[src/rtl/txring_pkg.sv]
package txring_pkg;
   // descriptor flag bit positions (within the 16-bit flags half)
   localparam int unsigned BIT_OWN  = 15;
   localparam int unsigned BIT_WRAP = 13;
   localparam int unsigned BIT_EOF  = 11;
   localparam int unsigned DESC_BYTES = 8;
   localparam int unsigned PTR_OFS    = 4;

   typedef enum logic [2:0] {
      S_IDLE,
      S_HDR,
      S_PTR,
      S_RD,
      S_EMIT,
      S_CLOSE,
      S_WB
   } walk_st_t;
endpackage

[src/rtl/txring_lane.sv]
module txring_lane #(
   parameter int BIG_END = 1
) (
   input  logic [31:0] word_i,
   input  logic [1:0]  off_i,
   output logic [7:0]  byte_o
);
   generate
      if (BIG_END != 0) begin : g_be
         always_comb begin
            case (off_i)
               2'd0:    byte_o = word_i[31:24];
               2'd1:    byte_o = word_i[23:16];
               2'd2:    byte_o = word_i[15:8];
               default: byte_o = word_i[7:0];
            endcase
         end
      end else begin : g_le
         always_comb begin
            case (off_i)
               2'd0:    byte_o = word_i[7:0];
               2'd1:    byte_o = word_i[15:8];
               2'd2:    byte_o = word_i[23:16];
               default: byte_o = word_i[31:24];
            endcase
         end
      end
   endgenerate
endmodule

[src/rtl/txring_outq.sv]
// One-byte hold stage plus output register. The hold stage keeps the newest
// byte back until it is known whether the frame closes after it.
module txring_outq #(
   parameter int DW = 8
) (
   input  logic          clk,
   input  logic          rst_n,
   input  logic          push_i,
   input  logic          flush_i,
   input  logic [DW-1:0] byte_i,
   output logic          accept_o,
   input  logic          tx_ready_i,
   output logic          tx_valid_o,
   output logic [DW-1:0] tx_data_o,
   output logic          tx_last_o
);
   logic          hold_v_q;
   logic [DW-1:0] hold_d_q;
   logic          out_v_q;
   logic [DW-1:0] out_d_q;
   logic          out_l_q;
   logic          out_free;

   assign out_free = !out_v_q || tx_ready_i;
   assign accept_o = !hold_v_q || out_free;

   always_ff @(posedge clk or negedge rst_n) begin
      if (!rst_n) begin
         hold_v_q <= 1'b0;
         hold_d_q <= '0;
         out_v_q  <= 1'b0;
         out_d_q  <= '0;
         out_l_q  <= 1'b0;
      end else begin
         if (out_v_q && tx_ready_i) begin
            out_v_q <= 1'b0;
         end
         if (push_i && accept_o) begin
            if (hold_v_q) begin
               out_v_q <= 1'b1;
               out_d_q <= hold_d_q;
               out_l_q <= 1'b0;
            end
            hold_d_q <= byte_i;
            hold_v_q <= 1'b1;
         end else if (flush_i && accept_o) begin
            if (hold_v_q) begin
               out_v_q <= 1'b1;
               out_d_q <= hold_d_q;
               out_l_q <= 1'b1;
            end
            hold_v_q <= 1'b0;
         end
      end
   end

   assign tx_valid_o = out_v_q;
   assign tx_data_o  = out_d_q;
   assign tx_last_o  = out_l_q;
endmodule

[src/rtl/txring_walk.sv]
module txring_walk
   import txring_pkg::*;
#(
   parameter int AW        = 32,
   parameter int MAX_FRAME = 2032,
   parameter int MAX_DESC  = 1024
) (
   input  logic          clk,
   input  logic          rst_n,
   input  logic          enable_i,
   input  logic          kick_i,
   input  logic          base_we_i,
   input  logic [AW-1:0] base_i,
   output logic          mem_req_o,
   output logic          mem_we_o,
   output logic [AW-1:0] mem_addr_o,
   output logic [31:0]   mem_wdata_o,
   input  logic          mem_ack_i,
   input  logic [31:0]   mem_rdata_i,
   output logic [31:0]   word_o,
   output logic [1:0]    off_o,
   output logic          push_o,
   output logic          flush_o,
   input  logic          accept_i,
   output logic          ev_txb_o,
   output logic          ev_txf_o,
   output logic          ev_babt_o
);
   localparam int FCW = $clog2(MAX_FRAME + 1);
   localparam int DCW = $clog2(MAX_DESC + 1);
   localparam int LW  = 16;

   walk_st_t       st_q;
   logic [AW-1:0]  cur_q, base_q, ba_q;
   logic [LW-1:0]  flg_q, len_q, rem_q;
   logic [31:0]    word_q;
   logic [FCW-1:0] fc_q;
   logic [DCW-1:0] dcnt_q;
   logic           pend_q, txb_q, txf_q, babt_q;

   logic [LW:0]    room;
   logic [LW-1:0]  hdr_len, eff_len;
   logic           over, start;
   logic [AW-1:0]  nxt_ptr;

   assign room    = (LW+1)'(MAX_FRAME) - (LW+1)'(fc_q);
   assign hdr_len = mem_rdata_i[LW-1:0];
   assign over    = {1'b0, hdr_len} > room;
   assign eff_len = over ? room[LW-1:0] : hdr_len;
   assign start   = (st_q == S_IDLE) && (pend_q || (kick_i && enable_i));
   assign nxt_ptr = flg_q[BIT_WRAP] ? base_q : cur_q + AW'(DESC_BYTES);

   always_comb begin
      mem_req_o = (st_q == S_HDR) || (st_q == S_PTR) || (st_q == S_RD) || (st_q == S_WB);
      mem_we_o  = (st_q == S_WB);
      case (st_q)
         S_PTR:   mem_addr_o = cur_q + AW'(PTR_OFS);
         S_RD:    mem_addr_o = {ba_q[AW-1:2], 2'b00};
         default: mem_addr_o = cur_q;
      endcase
      mem_wdata_o = {flg_q & ~(16'h1 << BIT_OWN), len_q};
   end

   assign word_o  = word_q;
   assign off_o   = ba_q[1:0];
   assign push_o  = (st_q == S_EMIT);
   assign flush_o = (st_q == S_CLOSE);

   always_ff @(posedge clk or negedge rst_n) begin
      if (!rst_n) begin
         st_q   <= S_IDLE;
         cur_q  <= '0;
         base_q <= '0;
         ba_q   <= '0;
         flg_q  <= '0;
         len_q  <= '0;
         rem_q  <= '0;
         word_q <= '0;
         fc_q   <= '0;
         dcnt_q <= '0;
         pend_q <= 1'b0;
         txb_q  <= 1'b0;
         txf_q  <= 1'b0;
         babt_q <= 1'b0;
      end else begin
         txb_q  <= 1'b0;
         txf_q  <= 1'b0;
         babt_q <= 1'b0;
         if (kick_i && enable_i && (st_q != S_IDLE)) begin
            pend_q <= 1'b1;
         end
         case (st_q)
            S_IDLE: begin
               if (start) begin
                  pend_q <= 1'b0;
                  dcnt_q <= '0;
                  st_q   <= S_HDR;
               end
            end
            S_HDR: begin
               if (mem_ack_i) begin
                  flg_q <= mem_rdata_i[31:16];
                  len_q <= hdr_len;
                  if (!mem_rdata_i[16+BIT_OWN]) begin
                     st_q <= S_IDLE;
                  end else begin
                     rem_q  <= eff_len;
                     fc_q   <= fc_q + FCW'(eff_len);
                     babt_q <= over;
                     st_q   <= S_PTR;
                  end
               end
            end
            S_PTR: begin
               if (mem_ack_i) begin
                  ba_q <= mem_rdata_i[AW-1:0];
                  if (rem_q == '0) begin
                     st_q <= flg_q[BIT_EOF] ? S_CLOSE : S_WB;
                  end else begin
                     st_q <= S_RD;
                  end
               end
            end
            S_RD: begin
               if (mem_ack_i) begin
                  word_q <= mem_rdata_i;
                  st_q   <= S_EMIT;
               end
            end
            S_EMIT: begin
               if (accept_i) begin
                  ba_q  <= ba_q + AW'(1);
                  rem_q <= rem_q - LW'(1);
                  if (rem_q == LW'(1)) begin
                     st_q <= flg_q[BIT_EOF] ? S_CLOSE : S_WB;
                  end else if (ba_q[1:0] == 2'b11) begin
                     st_q <= S_RD;
                  end
               end
            end
            S_CLOSE: begin
               if (accept_i) begin
                  fc_q <= '0;
                  st_q <= S_WB;
               end
            end
            S_WB: begin
               if (mem_ack_i) begin
                  txb_q  <= 1'b1;
                  txf_q  <= flg_q[BIT_EOF];
                  dcnt_q <= dcnt_q + DCW'(1);
                  cur_q  <= nxt_ptr;
                  st_q   <= (dcnt_q == DCW'(MAX_DESC - 1)) ? S_IDLE : S_HDR;
               end
            end
            default: st_q <= S_IDLE;
         endcase
         if (base_we_i) begin
            base_q <= base_i & ~AW'(3);
            cur_q  <= base_i & ~AW'(3);
         end
      end
   end

   assign ev_txb_o  = txb_q;
   assign ev_txf_o  = txf_q;
   assign ev_babt_o = babt_q;
endmodule

[src/rtl/txring_dma.sv]
module txring_dma #(
   parameter int AW        = 32,
   parameter int MAX_FRAME = 2032,
   parameter int MAX_DESC  = 1024,
   parameter int BIG_END   = 1
) (
   input  logic          clk,
   input  logic          rst_n,
   input  logic          enable_i,
   input  logic          kick_i,
   input  logic          base_we_i,
   input  logic [AW-1:0] base_i,
   output logic          mem_req_o,
   output logic          mem_we_o,
   output logic [AW-1:0] mem_addr_o,
   output logic [31:0]   mem_wdata_o,
   input  logic          mem_ack_i,
   input  logic [31:0]   mem_rdata_i,
   output logic          tx_valid_o,
   output logic [7:0]    tx_data_o,
   output logic          tx_last_o,
   input  logic          tx_ready_i,
   output logic          ev_txb_o,
   output logic          ev_txf_o,
   output logic          ev_babt_o
);
   generate
      if (AW < 8 || AW > 32) begin : g_bad_aw
         $error("txring_dma: AW must lie in 8..32");
      end
      if (MAX_FRAME < 1 || MAX_FRAME > 65535) begin : g_bad_frame
         $error("txring_dma: MAX_FRAME must lie in 1..65535");
      end
      if (MAX_DESC < 1) begin : g_bad_desc
         $error("txring_dma: MAX_DESC must be positive");
      end
   endgenerate

   logic [31:0] word;
   logic [1:0]  off;
   logic [7:0]  lane_byte;
   logic        push, flush, accept;

   txring_walk #(
      .AW(AW), .MAX_FRAME(MAX_FRAME), .MAX_DESC(MAX_DESC)
   ) i_walk (
      .clk(clk), .rst_n(rst_n), .enable_i(enable_i), .kick_i(kick_i),
      .base_we_i(base_we_i), .base_i(base_i),
      .mem_req_o(mem_req_o), .mem_we_o(mem_we_o), .mem_addr_o(mem_addr_o),
      .mem_wdata_o(mem_wdata_o), .mem_ack_i(mem_ack_i), .mem_rdata_i(mem_rdata_i),
      .word_o(word), .off_o(off), .push_o(push), .flush_o(flush), .accept_i(accept),
      .ev_txb_o(ev_txb_o), .ev_txf_o(ev_txf_o), .ev_babt_o(ev_babt_o)
   );

   txring_lane #(.BIG_END(BIG_END)) i_lane (
      .word_i(word), .off_i(off), .byte_o(lane_byte)
   );

   txring_outq #(.DW(8)) i_outq (
      .clk(clk), .rst_n(rst_n), .push_i(push), .flush_i(flush), .byte_i(lane_byte),
      .accept_o(accept), .tx_ready_i(tx_ready_i), .tx_valid_o(tx_valid_o),
      .tx_data_o(tx_data_o), .tx_last_o(tx_last_o)
   );
endmodule

[config.mk]
export PLATFORM = sky130hd
export DESIGN_NAME = txring_dma
export DESIGN_NICKNAME = d
export VERILOG_FILES = /design/src/rtl/txring_pkg.sv /design/src/rtl/txring_lane.sv /design/src/rtl/txring_outq.sv /design/src/rtl/txring_walk.sv /design/src/rtl/txring_dma.sv
export SDC_FILE = /design/constraint.sdc
export NUM_CORES = 1
export LEC_CHECK = 0
export ABC_AREA = 0
export BUFFER_PORTS_ARGS = -buffer_cell sky130_fd_sc_hd__buf_2
export CORE_MARGIN = 1
export CORE_UTILIZATION = 30
export DETAILED_ROUTE_END_ITERATION = 8
export HOLD_SLACK_MARGIN = 0.12
export PLACE_DENSITY = 0.55
export SLEW_MARGIN = 0
export SYNTH_ARGS = -nofsm -noshare
export SYNTH_HDL_FRONTEND = slang
export SYNTH_HIERARCHICAL = 1
export SYNTH_SLANG_ARGS = --single-unit
[constraint.sdc]
create_clock -name clk -period 14.2 [get_ports clk]
set_input_delay 0.71 -clock clk [delete_from_list [all_inputs] [get_ports clk]]
set_output_delay 0.71 -clock clk [all_outputs]
set_load 0.03 [all_outputs]
==> flow_metrics.tcl, run 1 <==
set metrics [dict create \
    yosysWarnings 6 \
    async_flop_share_pct 100 \
    die-height_um 210 \
    grt.met3_usage_pct 2.08 \
    synth_area_leaders "dfrtp_1 (42%), o21ai_0 (7.0%), mux2_2 (6.7%)" \
    detailedRoute.firstPassIterationCount 5 \
    dieArea_um2 44000 \
    grt_overflow_total 0 \
    tritoncts "built" \
    critical_path_class "reg -> reg" \
    cp.required_ns 14.68 \
    max_rail_drop_vdd_mv 0.105 \
    fin_worst_skew_ns 0.0145 \
    drt-total-wl_mm 40.3 \
    whs_ns 0.221 \
    cell_area_synth_um2 12900 \
    h-tree-depth 1 \
    synth_cell_types 78 \
    synth_edf_count 0 \
    routedWlPerCell_um 19.0 \
    ys_dominant_reg_cell "dfrtp_1" \
    layout.nets 1666 \
    fin_ws_ns 8.50 \
    initial_core_util_pct 30.6 \
    critical_path.reg2reg.startpoint "i_walk/fc_q[1]" \
    design.portCount 150 \
    grt_util_all_layers_pct 18.1 \
    placement_rows 75 \
    post_cts.repair.setup_buffers 0 \
    n_antenna_cell 0 \
    post-route-drc-count 0 \
    ctsResizeCount 0 \
    finalSetupViolCount 0 \
    hold_path_class "in -> async" \
    fmaxAchievable_ghz 0.175 \
    cts.hold.buffers_added 0 \
    crit_path_launch_type "flop" \
    timing_max_transition_violations_final 0 \
    most-common-layout-cells "dfrtp_1 (217), o21ai_0 (180), a21oi_1 (166), buf_2 (143), nand2_1 (142)" \
    antenna_left 0 \
    area_growth_pct 15.2 \
    run_status "finished clean" \
    crit_path_max_incr_delay_ns 0.49 \
    first_global_vias 10800 \
    relative_slew_slack_pct 33.1 \
    critical-path-slowest-cell "o41ai_1" \
    clk_transition_reported_paths_ns 0.06 \
    yosysSeqAreaShare_pct 42.4 \
    timing.critical_path.cells "inv_1 -> ha_1 -> nor3b_1 -> nor2_1 -> nand3_1 -> xor2_1 -> inv_1 -> ha_1 -> nand4_1 -> a311oi_1 -> nor4_1 -> buf_4 -> nor2_2 -> mux2i_1 -> fa_1 -> nor2b_1 -> o21ai_0 -> a21oi_1 -> o41ai_1 -> o21ai_0 -> a21o_1 -> a21o_1 -> mux2i_1" \
    clk-insertion-delay-late_ns 0.55 \
    drtIter0Drc 872 \
    coreArea_um2 42200 \
    cts_buffers 26 \
    power.density_nw_per_um2 210 \
    synth_top_cell_by_area "dfrtp_1" \
    route.detailed.vias_per_inst 5.39 \
    synth-seq-cells 219 \
    use_met1_pct 23.9 \
    drive_gt1_share_pct 20.2 \
    gp_congestion 0.860 \
    place_worst_setup_slack_ns 8.60 \
    cts.sinks 219 \
    busiest_layer "met2" \
    dieWidth_um 210 \
    worst_setup_path_startpoint "i_walk/fc_q[1]" \
    finalCritPeriodShare_pct 40.2 \
    initial_antenna_violation_count 0 \
    crit_buf_inv 3 \
    total_negative_slack_for_setup_checks_ns 0 \
    max-clock-path-buffers 3 \
    groute.layer.met2.usage_pct 30.6 \
    cpLargestDelayFamily "compound AO/OA/AOI/OAI gates" \
    grt_pass1_wl_mm 62.6 \
    hold_viol 0 \
    grt_max_degree 121 \
    port-buffer-count 144 \
    tightestPinTransition_ns 1.00 \
    final_common_cell "dfrtp_1" \
    hpwlAfterDp_mm 28.1 \
    worstPathArrival_ns 6.18 \
    critical_path.max_fanout 13 \
    postSynthCellCount 1472 \
    synth_top_cell_area_share_pct 42.4 \
    power.static_leakage_nw 6.31 \
    vias 11400 \
    root_buffer "clkbuf_16" \
    period_needed_ns 5.70 \
    setup_repair_after_global_routing_missed_its_margin "false" \
    max_cap_violations 0 \
    avgSynthCellArea_um2 8.79 \
    critical_path.endpoint_type "flop" \
]
==> final cells by class <==
class / count / area, um2
Clock inverter: 9 / 83.8
Tap cell: 539 / 674
Inverter: 63 / 236
Multi-Input combinational cell: 1089 / 6790
Clock buffer: 38 / 777
Timing Repair Buffer: 161 / 858
Sequential cell: 219 / 5480
Fill cell: 4372 / 27300
==> routing by layer <==
layer	routed length [um]	share of wire [%]
met1	17600	44
met2	19600	49
met3	1950	4.8
met4	1110	2.8
met5	0	0
==> sequential cells by signal (all words and copies together), names as in the netlist, 3 cells and up <==
name / flops
i_walk/cur_q: 30
i_walk/rem_q: 16
i_walk/fc_q: 11
i_walk/word_o: 32
i_outq/hold_d_q: 8
i_walk/flg_q: 15
i_walk/len_q: 16
i_walk/dcnt_q: 11
i_walk/ba_q: 32
i_walk/base_q: 30
i_outq/tx_data_o: 8
i_walk/st_q: 3
==> metrics by stage <==
stage | cells | instance area [um2] | util (%) | total power, mW
final | 2118 | 14900 | 35.3 | 3.13
after global routing | 2118 | 14900 | 35.3 | 3.34
after CTS | 2118 | 14900 | 35.3 | 3.15
after detailed placement | 2071 | 14000 | 33.3 | 2.46
after global placement | 2071 | 14000 | 33.3 | 2.43
after floorplan | 1474 | 12900 | - | 2.06
==> logic make-up after synthesis <==
group,count (synthesis),share of synthesized area (%)
compound gates,474,20.9
xor+xnor,21,1.42
fa+ha+maj,35,3.44
buf+inv,166,5.24
flops,219,42.4
mux,102,9.76
other cells,1,0.0290
simple gates,454,16.8
==> power by group <==
part / switching [mW] / internal, mW / total [mW]
clock network: 0.278 / 0.397 / 0.676
registers: 0.222 / 0.846 / 1.07
logic: 0.855 / 0.528 / 1.38
total: 1.36 / 1.77 / 3.13
==> final timing paths <==
path | to | slack (ns) | cells after the start
setup / recovery | i_walk/fc_q[10] | 8.50 | 23
hold / removal | i_walk/len_q[5] | 0.22 | 1
setup reg to reg | i_walk/fc_q[10] | 8.50 | 23
hold reg to reg | i_walk/word_o[0] | 0.48 | 2
max in group asynchronous | i_walk/base_q[15] | 12.60 | 2
min in group clk | i_walk/cur_q[15] | 0.39 | 3
==> synth_stat cells, types with 6 or more instances <==
| master | n |
|---|---|
| nor2b_1 | 11 |
| and2_1 | 8 |
| and4_1 | 7 |
| nor4_1 | 7 |
| a21oi_1 | 166 |
| and3_1 | 11 |
| o21ai_0 | 180 |
| a21o_1 | 6 |
| nor3_1 | 38 |
| xor2_1 | 15 |
| nand2b_1 | 8 |
| nor3b_1 | 7 |
| buf_1 | 7 |
| mux2_2 | 77 |
| buf_2 | 9 |
| xnor2_1 | 6 |
| or3_1 | 12 |
| nand3_1 | 46 |
| nand2_1 | 142 |
| dfrtp_1 | 219 |
| mux2i_1 | 8 |
| mux2_4 | 9 |
| o31ai_1 | 15 |
| a22oi_1 | 16 |
| mux4_2 | 8 |
| clkbuf_1 | 77 |
| inv_1 | 63 |
| o22ai_1 | 27 |
| a31oi_1 | 9 |
| nand4_1 | 17 |
| ha_1 | 34 |
| nor2_1 | 119 |
No activity file was read; power rests on OpenSTA's default activity.
==> run 2: changes to the inputs <==
ABC_AREA = 1   (was 0)
PLACE_DENSITY = 0.56   (was 0.55)
clock period = 4.8 ns   (was 14.2 ns; I/O delays follow)
==> run 2 against run 1 <==
Clock skew is 0.0022 ns lower. Combinational power grew to 3.2 times the previous value. Sequential cell count stayed put. Cell count is 23% higher. First-iteration DRC count is 12% higher. Register-to-register slack worse by 8.1 ns. Final area is 8.9% higher. Critical endpoint is now i_walk/fc_q[8]. Largest power group unchanged. Highest routed layer is now met5.
==> flow_metrics.tcl, run 2 <==
set metrics [dict create \
    synth-seq-cells 219 \
    area_growth_pct 20.2 \
    initial_antenna_violation_count 1 \
    postSynthCellCount 1824 \
    drive_gt1_share_pct 13.0 \
    worstPathArrival_ns 4.86 \
    finalSetupViolCount 0 \
    cell_area_synth_um2 13500 \
    rrSetupSlack_ns 0.38 \
    coreArea_um2 44300 \
    crit_path_launch_type "flop" \
    die-height_um 214 \
    fin_ws_ns 0.382 \
    timing_max_transition_violations_final 0 \
    critical_path_class "reg -> reg" \
    cp.required_ns 5.24 \
    vias 13100 \
    run_status "finished clean" \
    cts.hold.buffers_added 59 \
    relative_slew_slack_pct 30.4 \
    critical_path.max_fanout 25 \
    antenna_left 0 \
    hold_viol 0 \
    clk-insertion-delay-late_ns 0.56 \
    synth_top_cell_area_share_pct 40.6 \
    tightestPinTransition_ns 1.04 \
    timing.critical_path.cells "inv_1 -> nand4_1 -> o21ai_0 -> xor2_1 -> inv_1 -> ha_1 -> nand2_1 -> nor2_1 -> nand3_1 -> nor2_1 -> nor2_1 -> nand2_1 -> nand2_2 -> o21ai_2 -> ha_1 -> inv_1 -> fa_1 -> inv_1 -> a21oi_1 -> o21bai_1 -> a21oi_1 -> o21ai_0 -> o21ai_0" \
    fmaxAchievable_ghz 0.226 \
    period_needed_ns 4.42 \
    synth_top_cell_by_area "dfrtp_1" \
    final_cells 2605 \
    cts.sinks 219 \
    ys_dominant_reg_cell "dfrtp_1" \
    finalCritPeriodShare_pct 92.0 \
    critical_path.endpoint_type "flop" \
    synth_edf_count 0 \
    dieWidth_um 214 \
    critical_path.reg2reg.startpoint "i_walk/fc_q[0]" \
    dieArea_um2 45800 \
    post-route-drc-count 0 \
    initial_core_util_pct 30.4 \
    hpwlAfterDp_mm 33.2 \
    gp_congestion 0.918 \
    critical-path-top-cell-by-count "inv_1" \
    routedWlPerCell_um 17.3 \
    critical-path-slowest-cell "dfrtp_1" \
    cts_buffers 28 \
    final_common_cell "nand2_1" \
    power.static_leakage_nw 7.65 \
    placement_rows 77 \
    port-buffer-count 144 \
    detailedRoute.firstPassIterationCount 6 \
    crit_path_max_incr_delay_ns 0.42 \
    place.detailed.instances 2495 \
    rr_endpoint "i_walk/fc_q[8]" \
    launch_point_of_the_worst_hold_path "mem_rdata_i[10]" \
    whs_ns 0.145 \
    async_flop_share_pct 100 \
    grt_max_degree 117 \
    setup_repair_after_global_routing_missed_its_margin "false" \
    power.density_nw_per_um2 599 \
    root_buffer "clkbuf_16" \
    layout.nets 2098 \
    avgSynthCellArea_um2 7.40 \
    dominant_cell_by_count_in_the_synthesized_netlist "nand2_1" \
    reg2reg_depth 23 \
    design.portCount 150 \
    first_global_vias 12500 \
    synth_area_leaders "dfrtp_1 (41%), nand2_1 (12%), o21ai_0 (6.5%)" \
    grt_pass1_wl_mm 70.9 \
    grt_util_all_layers_pct 19.4 \
    yosysSeqAreaShare_pct 40.6 \
    yosysWarnings 6 \
    tritoncts "built" \
    final_core_utilization_pct 36.6 \
    most-common-layout-cells "nand2_1 (436), dfrtp_1 (219), inv_1 (203), o21ai_0 (175), buf_2 (143)" \
    route.detailed.vias_per_inst 5.03 \
    drt-total-wl_mm 45.0 \
    post_cts.repair.setup_buffers 0 \
    synth_cell_types 57 \
    fin_worst_skew_ns 0.0122 \
    clk_transition_reported_paths_ns 0.06 \
    worst_hold_path.num_cells 3 \
    grt_overflow_total 0 \
    max_cap_violations 0 \
    max-clock-path-buffers 3 \
    synth_common_cells "nand2_1 (439), dfrtp_1 (219), inv_1 (203), o21ai_0 (175), nor2_1 (126)" \
    n_antenna_cell 0 \
    total_negative_slack_for_setup_checks_ns 0 \
    h-tree-depth 1 \
    ctsResizeCount 0 \
    worst_hold_path.endpoint "i_walk/word_o[10]" \
    hold_path_class "in -> reg" \
    max_rail_drop_vdd_mv 0.320 \
    drtIter0Drc 976 \
    place_worst_setup_slack_ns 0.458 \
]
## run 2: how the worst max path moves through the flow
stage,startpoint,endpoint
final,i_walk/fc_q[0],i_walk/fc_q[8]
after floorplan,i_walk/fc_q[0],i_walk/fc_q[8]
after detailed placement,i_walk/fc_q[0],i_walk/fc_q[8]
after global placement,i_walk/fc_q[0],i_walk/fc_q[8]
after CTS,i_walk/fc_q[0],i_walk/fc_q[8]
after global routing,i_walk/fc_q[0],i_walk/fc_q[7]
## run 2: per-stage QoR
stage,total power [mW],cell area [um2]
finish,9.72,16200
global route,10.4,16200
CTS,9.77,16200
detailed placement,7.52,14700
global placement,7.45,14700
floorplan,6.17,13500
## run 2: per-layer routing
layer / vias to the layer above / global-route usage [%] / routed length, um
met5: - / 0 / 8
met4: 2 / 4.67 / 1130
met3: 71 / 2.75 / 2460
met2: 404 / 30.4 / 19500
met1: 6194 / 28.1 / 21900
li1: 6432 / - / -
## run 2: logic make-up (layout without fill, tap and decap cells)
logic type	Yosys count	after routing	synth area share, %
compound gates	433	433	18.4
buf+inv	299	486	9.00
fa+ha+maj	35	35	3.30
other cells	1	3	0.0278
flops	219	219	40.6
simple gates	787	787	25.5
xor+xnor	50	50	3.25
## run 2: layout make-up
class	instances	area, um2
Multi-Input combinational cell	1308	6820
Inverter	224	841
Fill cell	4726	28100
Tap cell	592	741
Clock buffer	39	802
Clock inverter	12	150
Timing Repair Buffer	211	1390
Sequential cell	219	5480
## run 2: where the power goes
| part | total (mW) | switching, mW | internal [mW] |
|---|---|---|---|
| clock | 2.16 | 0.833 | 1.32 |
| combinational | 4.46 | 3.11 | 1.35 |
| sequential | 3.11 | 0.625 | 2.48 |
| total | 9.72 | 4.56 | 5.16 |
## run 2: critical path: cells and delay by family (launching register included)
family | cells | cell delay [ns]
simple gates | 8 | 1.16
compound gates | 7 | 1.14
flops | 1 | 0.42
fa+ha+maj | 3 | 0.96
buf+inv | 4 | 0.42
xor+xnor | 1 | 0.16
